--- src/rtl/nrs_pkg.sv ---
package nrs_pkg;

    localparam int LOW_MAX = 16;
    localparam int DLY_MAX = 3;

    typedef enum logic [1:0] {
        SQ_IDLE = 2'd0,
        SQ_LOW  = 2'd1,
        SQ_HIGH = 2'd2
    } sq_state_e;

    typedef struct packed {
        logic [4:0] low_len;
        logic [4:0] high_len;
        logic [1:0] dly;
        logic       viol;
    } nrs_timing_t;

    typedef struct packed {
        logic fire;
        logic last;
    } cap_tok_t;

endpackage

--- src/rtl/nrs_timing_calc.sv ---
module nrs_timing_calc
    import nrs_pkg::*;
#(
    parameter int TW = 6
) (
    input  logic [3:0]    twh,
    input  logic [TW-1:0] rp,
    input  logic [TW-1:0] rea,
    input  logic [TW-1:0] rc,
    output nrs_timing_t   tim
);
    localparam int WW = TW + 3;
    localparam logic [WW-1:0] CAP = WW'(LOW_MAX);
    localparam logic [WW-1:0] DMX = WW'(DLY_MAX);

    logic [WW-1:0] h_len, rc_w, rp_w, rea_w;
    logic [WW-1:0] rem, need, base, gap, spill, low2;
    logic          v_base, v_spill;

    always_comb begin
        h_len = WW'(twh) + WW'(1);
        rc_w  = WW'(rc);
        rp_w  = WW'(rp);
        rea_w = WW'(rea);

        rem  = (rc_w > h_len) ? rc_w - h_len : '0;
        need = (rp_w > rem) ? rp_w : rem;
        if (need == '0) need = WW'(1);

        v_base = need > CAP;
        base   = v_base ? CAP : need;

        gap = (rea_w > base) ? rea_w - base : '0;
        if (gap > DMX) begin
            spill   = gap - DMX;
            tim.dly = 2'(DLY_MAX);
        end else begin
            spill   = '0;
            tim.dly = gap[1:0];
        end

        low2    = base + spill;
        v_spill = low2 > CAP;

        tim.low_len  = v_spill ? 5'(LOW_MAX) : low2[4:0];
        tim.high_len = 5'(h_len);
        tim.viol     = v_base | v_spill;
    end

endmodule

--- src/rtl/nrs_sequencer.sv ---
module nrs_sequencer
    import nrs_pkg::*;
#(
    parameter int NW = 8
) (
    input  logic          clk,
    input  logic          rst,
    input  logic          go,
    input  logic [4:0]    low_len,
    input  logic [4:0]    high_len,
    input  logic [NW-1:0] len,
    output logic          re_n,
    output logic          rise,
    output logic          rise_last,
    output logic          active
);
    sq_state_e     st;
    logic [3:0]    cnt;
    logic [3:0]    lo_q;
    logic [3:0]    hi_q;
    logic [NW-1:0] left;

    always_ff @(posedge clk) begin
        if (rst) begin
            st   <= SQ_IDLE;
            cnt  <= '0;
            lo_q <= '0;
            hi_q <= '0;
            left <= '0;
        end else begin
            case (st)
                SQ_IDLE: begin
                    if (go) begin
                        lo_q <= 4'(low_len - 5'd1);
                        hi_q <= 4'(high_len - 5'd1);
                        cnt  <= 4'(low_len - 5'd1);
                        left <= (len == '0) ? '0 : len - NW'(1);
                        st   <= SQ_LOW;
                    end
                end
                SQ_LOW: begin
                    if (cnt == '0) begin
                        st  <= SQ_HIGH;
                        cnt <= hi_q;
                    end else begin
                        cnt <= cnt - 4'd1;
                    end
                end
                SQ_HIGH: begin
                    if (cnt == '0) begin
                        if (left == '0) begin
                            st <= SQ_IDLE;
                        end else begin
                            st   <= SQ_LOW;
                            cnt  <= lo_q;
                            left <= left - NW'(1);
                        end
                    end else begin
                        cnt <= cnt - 4'd1;
                    end
                end
                default: st <= SQ_IDLE;
            endcase
        end
    end

    assign re_n      = (st != SQ_LOW);
    assign rise      = (st == SQ_LOW) && (cnt == '0);
    assign rise_last = rise && (left == '0);
    assign active    = (st != SQ_IDLE);

endmodule

--- src/rtl/nrs_capture.sv ---
module nrs_capture
    import nrs_pkg::*;
#(
    parameter int DEPTH = DLY_MAX
) (
    input  logic       clk,
    input  logic       rst,
    input  logic       rise,
    input  logic       rise_last,
    input  logic [1:0] dly,
    input  logic [7:0] dq,
    output logic       rd_valid,
    output logic [7:0] rd_data,
    output logic       rd_last
);
    cap_tok_t tok [DEPTH];
    cap_tok_t head;
    cap_tok_t sel;

    assign head = '{fire: rise, last: rise_last};

    for (genvar g = 0; g < DEPTH; g++) begin : g_stage
        if (g == 0) begin : g_first
            always_ff @(posedge clk) begin
                if (rst) tok[g] <= '0;
                else     tok[g] <= head;
            end
        end else begin : g_next
            always_ff @(posedge clk) begin
                if (rst) tok[g] <= '0;
                else     tok[g] <= tok[g-1];
            end
        end
    end

    always_comb begin
        sel = head;
        for (int k = 1; k <= DEPTH; k++) begin
            if (int'(dly) == k) sel = tok[k-1];
        end
    end

    always_ff @(posedge clk) begin
        if (rst) begin
            rd_valid <= 1'b0;
            rd_last  <= 1'b0;
            rd_data  <= '0;
        end else begin
            rd_valid <= sel.fire;
            rd_last  <= sel.fire & sel.last;
            if (sel.fire) rd_data <= dq;
        end
    end

endmodule

--- src/rtl/nand_rd_strobe.sv ---
module nand_rd_strobe
    import nrs_pkg::*;
#(
    parameter int TW = 6,
    parameter int NW = 8
) (
    input  logic          clk,
    input  logic          rst,
    input  logic          start,
    input  logic [3:0]    cfg_twh,
    input  logic [TW-1:0] cfg_rp,
    input  logic [TW-1:0] cfg_rea,
    input  logic [TW-1:0] cfg_rc,
    input  logic [NW-1:0] cfg_len,
    input  logic [7:0]    dq_in,
    output logic          re_n,
    output logic          busy,
    output logic          done,
    output logic          rd_valid,
    output logic [7:0]    rd_data,
    output logic          viol
);
    nrs_timing_t tim;
    logic        busy_q;
    logic        seq_active;
    logic        accept;
    logic        rise, rise_last;
    logic        cap_last;
    logic [1:0]  dly_q;

    nrs_timing_calc #(.TW(TW)) u_calc (
        .twh (cfg_twh),
        .rp  (cfg_rp),
        .rea (cfg_rea),
        .rc  (cfg_rc),
        .tim (tim)
    );

    assign accept = start & ~busy_q & ~seq_active;

    nrs_sequencer #(.NW(NW)) u_seq (
        .clk       (clk),
        .rst       (rst),
        .go        (accept),
        .low_len   (tim.low_len),
        .high_len  (tim.high_len),
        .len       (cfg_len),
        .re_n      (re_n),
        .rise      (rise),
        .rise_last (rise_last),
        .active    (seq_active)
    );

    nrs_capture #(.DEPTH(DLY_MAX)) u_cap (
        .clk       (clk),
        .rst       (rst),
        .rise      (rise),
        .rise_last (rise_last),
        .dly       (dly_q),
        .dq        (dq_in),
        .rd_valid  (rd_valid),
        .rd_data   (rd_data),
        .rd_last   (cap_last)
    );

    always_ff @(posedge clk) begin
        if (rst) begin
            busy_q <= 1'b0;
            done   <= 1'b0;
            viol   <= 1'b0;
            dly_q  <= '0;
        end else begin
            done <= rd_valid & cap_last;
            if (accept) begin
                busy_q <= 1'b1;
                dly_q  <= tim.dly;
                if (tim.viol) viol <= 1'b1;
            end else if (rd_valid & cap_last) begin
                busy_q <= 1'b0;
            end
        end
    end

    assign busy = busy_q | seq_active;

endmodule

--- config.mk ---
export PLATFORM = sky130hd
export DESIGN_NAME = nand_rd_strobe
export DESIGN_NICKNAME = d
export VERILOG_FILES = /design/src/rtl/nrs_pkg.sv /design/src/rtl/nrs_timing_calc.sv /design/src/rtl/nrs_sequencer.sv /design/src/rtl/nrs_capture.sv /design/src/rtl/nand_rd_strobe.sv
export SDC_FILE = /design/constraint.sdc
export NUM_CORES = 1
export LEC_CHECK = 0
export ABC_CLOCK_PERIOD_IN_PS = 13600
export BUFFER_PORTS_ARGS = -buffer_cell sky130_fd_sc_hd__buf_4
export CAP_MARGIN = 20
export CORE_MARGIN = 5
export CORE_UTILIZATION = 40
export DETAILED_ROUTE_END_ITERATION = 7
export GPL_ROUTABILITY_DRIVEN = 0
export PLACE_DENSITY = 0.62
export RECOVER_POWER = 50
export SLEW_MARGIN = 20
export SYNTH_ARGS = -nofsm -noshare
export SYNTH_HDL_FRONTEND = slang
export SYNTH_SLANG_ARGS = --single-unit
--- constraint.sdc ---
create_clock -name clk -period 13.6 [get_ports clk]
set_clock_uncertainty 0.2 [all_clocks]
set_input_delay 2.04 -clock clk [delete_from_list [all_inputs] [get_ports clk]]
set_output_delay 2.04 -clock clk [all_outputs]
set_load 0.02 [all_outputs]
# After elaboration in Yosys (flattened, before gate mapping)
# Memories as Yosys holds them, arrays and structs flattened.
# Cells that the tools add are included.
# word_totals
reg_bits	37
mem_bits_rw	6
input_bits	41
output_inout_bits	13
word_cells	101
mem_count	1
# classes
n_addsub	10
order_cmp	6
eq_ne	11
n_mux	34
n_bitwise	11
n_reduce_logical	16
# memory_table
memory	depth	word_bits	rd	rd_ports_with_merged_regs	write_ports	line	text
u_cap.tok	3	2	3	0	3	nrs_capture.sv:16	cap_tok_t tok [DEPTH];
# op_table
op	count
$mux W9	6
$mux W8	4
$mux W2	10
$mux W4	5
$gt A6 B9 Y1	2
$gt A9 B5 Y1 const B	2
$logic_not A8 Y1	2
$pmux W8 S2	1
$sub A8 B1 Y8 const B	2
$pmux W4 S3	1
$sub A4 B1 Y4 const B	3
$add A9 B9 Y9	1
$gt A9 B2 Y1 const B	1
$logic_not A9 Y1	1
$sub A6 B9 Y9	1
$sub A9 B2 Y9 const B	1
$sub A6 B5 Y7	1
$eq A2 B2 Y1 const B	3
$gt A6 B5 Y1	1
$mux W1	6
$ne A2 B1 Y1 const B	3
$pmux W2 S3	1
$reduce_and A3 Y1	2
$reduce_bool A2 Y1	3
13 further kinds	25

# Longest topological paths before layout
# Gate-level depths: netlist of the first run.
# depth
word_depth	19
ltp_mapped	43
ltp_nobuf	43

# Modules after synthesis
# From an unflattened synthesis of the first run, not the netlist that was laid out.
# hier_totals
cells_unflattened	494
hier_area_um2	3976.3
# by_module_without_submodules
module	instances	cells_each	area_each_um2	seq_area_each_um2
nrs_sequencer	1	211	1612.8	440.4
nrs_timing_calc	1	220	1595.3	0.0
nrs_capture	1	44	554.3	320.3
nand_rd_strobe	1	19	214.0	100.1

# Least setup slack after synthesis of the first run
# OpenSTA, ideal clock, no wires.
# synth_path
kind	in2reg
from	in cfg_twh[0]
to	reg u_seq.lo_q[2]
setup_ns	0.129
arrival_time_ns	10.557
required_ns	13.271
slack_ns	2.714
stages	41
path_buffers	0
cell_sequence	ha_1 -> xnor2_1 -> ha_1 -> a211oi_1 -> o31ai_1 -> xnor2_1 -> nand2_1 -> ha_1 -> nand3_1 -> or3_1 -> a32oi_1 -> o31ai_4 -> nor4_1 -> o221a_2 -> o21ai_1 -> ha_1 -> a21oi_1 -> a21boi_1 -> [5 not listed] -> or3_1 -> a211o_1 -> nor2_1 -> ha_1 -> inv_1 -> fa_1 -> nor2b_1 -> or2_2 -> and3_1 -> a311oi_1 -> a311oi_1 -> o21a_1 -> nand2_1 -> ha_1 -> nor2b_1 -> and3_1 -> a31oi_1 -> o211ai_1
# synth_via
elab_chain_cells	17
elab_cells_between_ends	20
classes_between	add/sub: 6; order compare: 6; mux: 7; reduce/logical: 1
# synth_rtl
element	line	text
from (decl)	nand_rd_strobe.sv:10	input logic [3:0] cfg_twh,
$add A4 B1 Y5 (*)	nrs_timing_calc.sv:21	h_len = WW'(twh) + WW'(1);
$sub A6 B5 Y7 or $gt A6 B5 Y1 (tied branches)	nrs_timing_calc.sv:26	rem = (rc_w > h_len) ? rc_w - h_len : '0;
$mux W9 (*)	nrs_timing_calc.sv:26	
$gt A6 B9 Y1	nrs_timing_calc.sv:27	need = (rp_w > rem) ? rp_w : rem;
$mux W9 (*)	nrs_timing_calc.sv:27	
$logic_not A9 Y1	nrs_timing_calc.sv:28	if (need == '0) need = WW'(1);
$mux W9 (*)	nrs_timing_calc.sv:28	
$gt A9 B5 Y1	nrs_timing_calc.sv:30	v_base = need > CAP;
$mux W9 (*)	nrs_timing_calc.sv:31	base = v_base ? CAP : need;
$sub A6 B9 Y9 or $gt A6 B9 Y1 (tied branches)	nrs_timing_calc.sv:33	gap = (rea_w > base) ? rea_w - base : '0;
$mux W9	nrs_timing_calc.sv:33	
$sub A9 B2 Y9 or $gt A9 B2 Y1 (tied branches)	nrs_timing_calc.sv:35, nrs_timing_calc.sv:34	
$mux W9	nrs_timing_calc.sv:34	if (gap > DMX) begin
$add A9 B9 Y9 (*)	nrs_timing_calc.sv:42	low2 = base + spill;
$gt A9 B5 Y1	nrs_timing_calc.sv:43	v_spill = low2 > CAP;
$mux W4 (*)	nrs_timing_calc.sv:45	tim.low_len = v_spill ? 5'(LOW_MAX) : low2[4:0];
$sub A4 B1 Y4 (*)	nrs_sequencer.sv:34	lo_q <= 4'(low_len - 5'd1);
to (signal assigned)	nrs_sequencer.sv:34	
to (decl)	nrs_sequencer.sv:19	logic [3:0] lo_q;
# Every way passes the cells marked *; elsewhere a longest branch is shown, timed or not.
# A chain may end at the register's enable or synchronous reset.

# Worst setup path in the final report of the first run
# Ends and elaborated chain as after synthesis.

==> impl_metrics.ini, run 1 <==
[outcome]
status = complete, but fails checks
violations = capacitance limit, slew limit

[synth]
syn-instance-count = 493
yosysMostFrequentCell = nor2_1
synth_edf_count = 0
synthTopCellsByCount = 56 x nor2_1, 50 x nand2_1, 43 x dfxtp_1
synth_area_leader_cell = dfxtp_1
yosys-top-cells-area = dfxtp_1 22%, ha_1 11%, nor2_1 5.4%
synth_area_um2 = 3860
avgSynthCellArea_um2 = 7.83
synthArstFlopShare = 0
ys.flop_type = dfxtp_1
synth_top_area_frac = 0.223
ys_types = 79
synth_warnings = 0
ys_ff_latch = 43
yosysSeqAreaShare = 0.223

[timing]
setup_viol = 0
setup_tns_ns = 0
layout_setup_ws_ns = 1.67
fmax_mhz = 83.8
holdWs_ns = 0.241
slew_headroom = -0.186
finalCritPeriodShare = 0.877
final_hold_viol_count = 0
rsz0062_at_grt = false
maxSlewViolCount = 41
tightest_slew_ns = 1.78
min_period_ns = 11.93

[worst_setup_path]
worst_r2r_path_depth = 9
critPathLaunchType = input port
crit_fanout = 10
cp_slowest_cell = a311oi_1
slowest_delay_ns = 0.50
timing.critical_path.arrival_ns = 11.90
critical_path.endpoint_type = flip-flop
crit_top_cell = ha_1
critPathKind = input port to flip-flop
cp.required_ns = 13.58
worst-path-stages = 42
worst-path-buf-inv = 2
crit_family = compound AO/OA/AOI/OAI gates

[pwr]
power_mw = 0.761
p_leak_nw = 1.82
p_per_area_nw_per_um2 = 171
ir_worst_vdd_mv = 0.0599

[place]
dp.cells = 664
io_buffers = 53
hpwl_um = 7550
place_ws_ns = 1.56
postPlaceCellArea_um2 = 4370

[global_route]
met2_usage = 0.270
grt_use_met1 = 0.222
grt_overflow = 0
grt_pass1_wl_um = 15700
grt_max_degree = 41
grt_use_total = 0.161
grt-busiest-layer = met2
grt_pass1_vias = 3435
antenna_found_initial = 0
grtUsageMet3 = 0.0179

[cts]
clkLatencyLatePin_ns = 0.30
clk_pin_slew_ns = 0.09
clockBufferDepth = 2
cts_resized = 0
ctsHtreeMaxLevel = 2
post-cts-setup-buffers = 0
root_buffer = clkbuf_8
cts_num_sinks = 43
cts_tree = yes
ctsHoldBuffers = 0
cts_buffers = 5

[layout]
instances_no_fill = 672
drive_above_1_share = 0.145
n_antenna_cell = 0
syn_to_final_growth_pct = 15.1
final_cell_area_um2 = 4450
fin_nets = 619
utilization = 0.477

[drt]
vias = 3710
viasPerCell = 5.52
drc = 0
wire_per_inst_um = 14.2
firstDrtPassIters = 4
drtAntennaViolNets = 0
drt_iter0_drc = 157
wl_um = 9540

[floorplan]
initial_core_util = 0.414
num_rows = 35
die_y_um = 108
io_pins = 54
die_w_um = 108
die_area_um2 = 11700
design.core.area_um2 = 9330

[worst_hold_path]
holdPathStages = 2
hp-class = flip-flop to flip-flop

[run]
maxCapViolCount = 1
## path summary, 6_finish.rpt
kind                 startpoint                to  slack [ns]
setup / recovery     cfg_twh[0]     u_seq.lo_q[2]        1.67
hold / removal    u_cap.rd_last              done        0.24
setup reg to reg   u_seq.cnt[0]  u_cap.rd_data[2]       10.25
hold reg to reg   u_cap.rd_last              done        0.24
## registers in the layout (all words and copies together) (netlist names)
register / count
u_cap.rd_data: 8
u_seq.left: 8
u_cap.tok: 6
u_seq.cnt: 4
u_seq.hi_q: 4
u_seq.lo_q: 4
dly_q: 2
u_seq.st: 2
busy_q: 1
done: 1
u_cap.rd_last: 1
u_cap.rd_valid: 1
viol: 1
## layer usage
layer | routed length (um) | up-vias | share of wire
li1 | - | 1884 | -
met4 | 122 | 0 | 0.013
met1 | 4630 | 1742 | 0.49
met3 | 318 | 15 | 0.033
met5 | 0 | - | 0
met2 | 4470 | 69 | 0.47
## layout by cell type, fill, tap and decap left out, types with 4 or more instances in the layout
master	Yosys	layout
nor2_1	56	56
clkbuf_8	0	5
ha_1	34	34
or2_2	4	4
nand2b_1	9	9
a22oi_1	6	6
nor2b_1	12	12
o211ai_1	7	7
xnor2_1	15	15
a211oi_1	8	8
a31oi_1	5	5
conb_1	2	5
dfxtp_1	43	43
o21a_1	4	4
and3_1	5	5
mux2i_1	11	11
nand2_1	50	50
buf_4	0	41
clkbuf_1	7	12
a21oi_1	31	30
o21ai_0	24	24
nor3_1	18	18
or3_1	5	5
nor4_1	4	4
a21o_1	4	4
nand3_1	10	10
inv_1	29	29
## logic make-up after synthesis
kind of cell | Yosys count | synth area share
AND/OR/NAND/NOR | 198 | 0.262
AO/OA/AOI/OAI | 134 | 0.251
buffers and inverters | 45 | 0.0463
flip-flops | 43 | 0.223
adder cells (fa/ha/maj) | 36 | 0.121
XOR/XNOR | 21 | 0.0580
multiplexers | 14 | 0.0373
other | 2 | 0.00194
## power by group
group / switching, mW / total, mW / internal, mW
clock: 0.0472 / 0.103 / 0.0557
combinational: 0.280 / 0.469 / 0.189
sequential: 0.0291 / 0.189 / 0.160
## tightest hold or removal path, cell delays in order (launching register included)
cell,delay [ns]
dfxtp_1,0.31
nand2_1,0.06
nor2_1,0.04
## final cells by class
cell class	instances	area, um2
Inverter	31	116
Fill cell	922	4880
Tap cell	129	161
Multi-Input combinational cell	408	2840
Sequential cell	43	861
Clock inverter	3	47.5
Clock buffer	5	68.8
Timing Repair Buffer	53	353
Power figures use the tool's default switching activity.
==> run 2, diff against run 1 <==
--- a/config.mk
+++ b/config.mk
@@ -5,6 +5,7 @@
 export SDC_FILE = /design/constraint.sdc
 export NUM_CORES = 1
 export LEC_CHECK = 0
+export ABC_AREA = 1
 export ABC_CLOCK_PERIOD_IN_PS = 13600
 export BUFFER_PORTS_ARGS = -buffer_cell sky130_fd_sc_hd__buf_4
 export CAP_MARGIN = 20
==> run 2 against run 1 <==
  * Sequential share of layout area is essentially flat
  * Critical endpoint is now u_seq.cnt[1]
  * Power up 5.1%
  * Clock-buffer cell count is 1 higher
  * Critical path depth grew 17
  * The flow now finishes without violations
  * Clock power is 14% higher
==> impl_metrics.ini, run 2 <==
[worst_setup_path]
reg2reg_setup_slack_ns = 10.69
crit_top_cell = nand2_1
timing.rr.start = u_seq.st[0]
crit_fanout = 6
cp.required_ns = 13.54
worst_r2r_path_depth = 8
slowest_delay_ns = 0.40
critical_path.endpoint_type = flip-flop
timing.critical_path.arrival_ns = 9.28
critPathKind = input port to flip-flop
cp_slowest_cell = fa_1
timing.rr.end = u_seq.left[7]
critPathLaunchType = input port

[pwr]
power_mw = 0.799
p_per_area_nw_per_um2 = 180
p_leak_nw = 2.23
ir_worst_vdd_mv = 0.0592

[worst_hold_path]
holdPathStages = 2
hold_path_end = u_cap.tok[1][0]
hold_start = u_cap.tok[0][0]
hp-class = flip-flop to flip-flop

[timing]
fmax_mhz = 107
maxSlewViolCount = 0
finalCritPeriodShare = 0.686
setup_viol = 0
slew_headroom = 0.312
setup_tns_ns = 0
final_hold_viol_count = 0
tightest_slew_ns = 1.02
rsz0062_at_grt = false
holdWs_ns = 0.237
min_period_ns = 9.33

[drt]
wire_per_inst_um = 11.7
drc = 0
topRoutingLayerUsed = met4
drtAntennaViolNets = 0
firstDrtPassIters = 4
wl_met2_um = 4290
route.met3.wl_um = 298
vias = 3758
wl_met1_um = 4320
wl_um = 9020
viasPerCell = 4.88
drt_iter0_drc = 174

[floorplan]
die_y_um = 108
design.core.area_um2 = 9280
initial_core_util = 0.411
io_pins = 54
num_rows = 35
die_w_um = 108
die_area_um2 = 11600

[global_route]
grt_overflow = 0
grt_max_degree = 28
grt_pass1_wl_um = 15100
grt_use_total = 0.155
antenna_found_initial = 0
grt_pass1_vias = 3433

[synth]
synthTopCellsByCount = 106 x nand2_1, 97 x inv_1, 72 x nor2_1
synth_top_area_frac = 0.225
avgSynthCellArea_um2 = 6.53
ys_types = 39
synth_edf_count = 0
yosysMostFrequentCell = nand2_1
synth_area_um2 = 3820
yosysSeqAreaShare = 0.225
yosys-top-cells-area = dfxtp_1 23%, ha_1 11%, nand2_1 10%
synthArstFlopShare = 0
synth_warnings = 0
syn-instance-count = 585
ys.flop_type = dfxtp_1
synth_area_leader_cell = dfxtp_1
ys_ff_latch = 43

[cts]
clk_pin_slew_ns = 0.09
ctsHtreeMaxLevel = 2
cts_buffers = 5
clockBufferDepth = 2
cts_resized = 0
cts_tree = yes
post-cts-setup-buffers = 0
cts_num_sinks = 43
ctsHoldBuffers = 0
root_buffer = clkbuf_8
clkLatencyLatePin_ns = 0.30

[layout]
final_cell_mix = 106 x nand2_1, 97 x inv_1, 72 x nor2_1
reg.largest.list = u_cap.rd_data: 8 flops, u_seq.left: 8 flops, u_cap.tok: 6 flops
fin_nets = 717
syn_to_final_growth_pct = 16.4
final_cell_area_um2 = 4450
n_antenna_cell = 0
final_common_cell = nand2_1
drive_above_1_share = 0.156

[run]
maxCapViolCount = 0

[place]
hpwl_um = 7400
postPlaceCellArea_um2 = 4360
io_buffers = 53

[outcome]
status = finished clean
run 2: changes by cell type after synthesis, sizes merged, moves of 9 or more:
cell    delta
o21ai     +18
nand3     +29
mux2i     -11
nor3      -12
nand2     +74
inv       +73
nor2b     -13
nor2      +27
nand2b     -9
run 2: power breakdown:
group | leakage [nW] | switching (mW) | internal (mW)
logic | 1.82 | 0.320 | 0.180
registers | 0.353 | 0.0223 | 0.160
clock network | 0.0654 | 0.0433 | 0.0734
run 2: area by class of cell:
| cell class | instances | area [um2] |
|---|---|---|
| Multi-Input combinational cell | 432 | 2540 |
| Clock inverter | 2 | 60.1 |
| Fill cell | 1003 | 4840 |
| Timing Repair Buffer | 53 | 353 |
| Inverter | 105 | 397 |
| Tap cell | 129 | 161 |
| Clock buffer | 6 | 72.6 |
| Sequential cell | 43 | 861 |
run 2: worst max-delay path, delay by kind of cell:
kind | cells | cell delay, ns
xor gates and xnor gates | 1 | 0.19
buffers and inverters | 8 | 0.59
and+or+nand+nor | 36 | 3.43
adders and majority gates | 8 | 2.22
AOI/OAI and AO/OA | 6 | 0.79
run 2: logic make-up (layout without fill, tap and decap cells):
group                    count (synthesis)  count (layout)  share of synthesized area
AO/OA/AOI/OAI                          111             111                      0.171
flip-flops                              43              43                      0.225
adder cells (fa/ha/maj)                 36              36                      0.122
other                                    2               5                    0.00197
XOR/XNOR                                18              18                     0.0413
AND/OR/NAND/NOR                        262             262                      0.326
buffers and inverters                  113             166                      0.112
run 2: through the flow:
stage | instances | utilization | worst slack (ns)
3_5_place_dp | 762 | 0.470 | 3.95
4_1_cts | 770 | 0.484 | 4.25
2_1_floorplan | 588 | - | 4.94
3_3_place_gp | 762 | 0.470 | 4.24
5_1_grt | 770 | 0.479 | 3.51
6_report | 770 | 0.479 | 4.27
run 2: worst max path at each step:
stage / endpoint / start / cells past startpoint / slack, ns
2_1_floorplan: u_seq.cnt[1] / cfg_twh[0] / 58 / 4.94
3_3_place_gp: u_seq.cnt[1] / cfg_twh[0] / 59 / 4.24
3_5_place_dp: u_seq.cnt[1] / cfg_twh[0] / 59 / 3.95
4_1_cts: u_seq.cnt[1] / cfg_twh[0] / 59 / 4.25
5_1_grt: u_seq.cnt[1] / cfg_twh[0] / 59 / 3.51
6_report: u_seq.cnt[1] / cfg_twh[0] / 59 / 4.27
run 2: per-layer routing:
layer / vias up / track usage
li1: 1995 / -
met1: 1688 / 0.207
met3: 10 / 0.0240
met5: - / 0
met4: 0 / 0.0397
met2: 65 / 0.260
==> run 3, diff against run 2 <==
--- a/config.mk
+++ b/config.mk
@@ -5,8 +5,8 @@
 export SDC_FILE = /design/constraint.sdc
 export NUM_CORES = 1
 export LEC_CHECK = 0
-export ABC_AREA = 1
-export ABC_CLOCK_PERIOD_IN_PS = 13600
+export ABC_AREA = 0
+export ABC_CLOCK_PERIOD_IN_PS = 8800
 export BUFFER_PORTS_ARGS = -buffer_cell sky130_fd_sc_hd__buf_4
 export CAP_MARGIN = 20
 export CORE_MARGIN = 5
==> constraint.sdc (replaced) <==
create_clock -name clk -period 8.8 [get_ports clk]
set_clock_uncertainty 0.2 [all_clocks]
set_input_delay 1.32 -clock clk [delete_from_list [all_inputs] [get_ports clk]]
set_output_delay 1.32 -clock clk [all_outputs]
set_load 0.02 [all_outputs]
==> run 3 against run 2 <==
  * The flow now finishes with violations (setup timing)
  * Wire length grew 21%
  * Sequential share of layout area shrank 4.3 points
  * Utilization grew 14 points
  * Clock-buffer cell count shrank 1
  * Clock power grew 31%
  * Die area grew 1.0%
  * Design area grew 29%
  * Combinational power grew 100%
  * Power grew 80%
  * Hold slack lost 0.0018 ns
==> impl_metrics.ini, run 3 (same netlist as run 1, synthesis figures left out) <==
[outcome]
status = complete, but fails checks
violations = setup timing

[timing]
tightest_slew_ns = 1.08
setup_tns_ns = -0.826
setup_viol = 4
holdWs_ns = 0.235
maxSlewViolCount = 0
finalCritPeriodShare = 1.04
slew_headroom = 0.278
min_period_ns = 9.11
rsz0062_at_grt = true
final_hold_viol_count = 0
layout_setup_ws_ns = -0.312
fmax_mhz = 110

[worst_setup_path]
cp_slowest_cell = or3_2
timing.critical_path.arrival_ns = 9.09
cp.required_ns = 8.78
crit_fanout = 5
critPathLaunchType = input port
critical_path.endpoint_type = flip-flop
slowest_delay_ns = 0.43
crit_top_cell = ha_4
critPathKind = input port to flip-flop

[floorplan]
die_y_um = 108
die_w_um = 108
initial_core_util = 0.414
io_pins = 54
die_area_um2 = 11700
design.core.area_um2 = 9330
num_rows = 35

[layout]
drive_above_1_share = 0.383
fin_nets = 732
instances_no_fill = 785
reg.largest.list = u_cap.rd_data: 8 flops, u_seq.left: 8 flops, u_cap.tok: 6 flops
final_cell_area_um2 = 5740
n_antenna_cell = 0
utilization = 0.615
final_cell_mix = 162 x buf_4, 55 x nor2_1, 49 x nand2_1
final_common_cell = buf_4
syn_to_final_growth_pct = 48.5

[drt]
wl_met2_um = 5240
drt_iter0_drc = 196
viasPerCell = 5.28
drc = 0
topRoutingLayerUsed = met4
route.met3.wl_um = 442
vias = 4145
wl_um = 10900
wire_per_inst_um = 13.9
wl_met1_um = 5150
firstDrtPassIters = 4
drtAntennaViolNets = 0

[cts]
cts_tree = yes
ctsHtreeMaxLevel = 2
clkLatencyLatePin_ns = 0.30
clockBufferDepth = 2
cts_num_sinks = 43
clk_pin_slew_ns = 0.08
cts_buffers = 5
ctsHoldBuffers = 0
root_buffer = clkbuf_8

[pwr]
ir_worst_vdd_mv = 0.120
power_mw = 1.44
p_leak_nw = 2.50
p_per_area_nw_per_um2 = 251

[global_route]
grt_overflow = 0
antenna_found_initial = 0
grt_pass1_vias = 4056
grt_max_degree = 41
grt_pass1_wl_um = 18200
grt_use_total = 0.185

[place]
hpwl_um = 8090
postPlaceCellArea_um2 = 5110
place_ws_ns = -0.762
io_buffers = 53
dp.cells = 741

[run]
maxCapViolCount = 0

[worst_hold_path]
hp-class = flip-flop to flip-flop
==> run 3: changes by cell type in the layout (fill, tap and decap cells not counted), sizes merged, moves of 9 or more <==
cell,delta
nand2b,+9
nand2,-74
nand3,-29
inv,-73
mux2i,+11
nor2b,+13
o21ai,-18
buf,+126
nor3,+12
clkbuf,-14
nor2,-27
==> run 3: layout make-up <==
class | count | area [um2]
fillers | 803 | 3590
multi-input cells | 408 | 3220
repair buffers | 166 | 1260
flip-flops and latches | 43 | 861
well taps | 129 | 161
inverters | 31 | 116
clock buffers | 5 | 68.8
clock inverters | 3 | 43.8
==> run 3: critical path, delay by kind of cell <==
family                     cells  cell delay [ns]
AOI/OAI and AO/OA             14             2.51
adders and majority gates      8             1.80
buffers and inverters          4             0.42
and+or+nand+nor               18             3.04
==> run 3: repair_timing <==
item                       CTS  global route
pin swaps                   34            27
buffers inserted            23            13
setup endpoints to repair    4             9
gates resized for setup     21            20
==> run 3: path summary, 6_finish.rpt <==
path	endpoint	cells after the start	slack [ns]	start
setup / recovery	u_seq.lo_q[2]	44	-0.31	cfg_twh[0]
hold / removal	done	2	0.24	u_cap.rd_last
setup reg to reg	u_cap.rd_data[6]	9	5.49	u_seq.cnt[0]
hold reg to reg	done	2	0.24	u_cap.rd_last
==> run 3: metal layers <==
layer  up-vias  GRT usage
li1       2121          -
met1      1921      0.251
met2        92      0.321
met3        11     0.0215
met4         0     0.0316
met5         -          0
==> run 3: power breakdown <==
| part | switching (mW) | internal (mW) | leakage, nW |
|---|---|---|---|
| clock network | 0.0681 | 0.0845 | 0.0581 |
| registers | 0.0431 | 0.246 | 0.353 |
| logic | 0.507 | 0.491 | 2.08 |
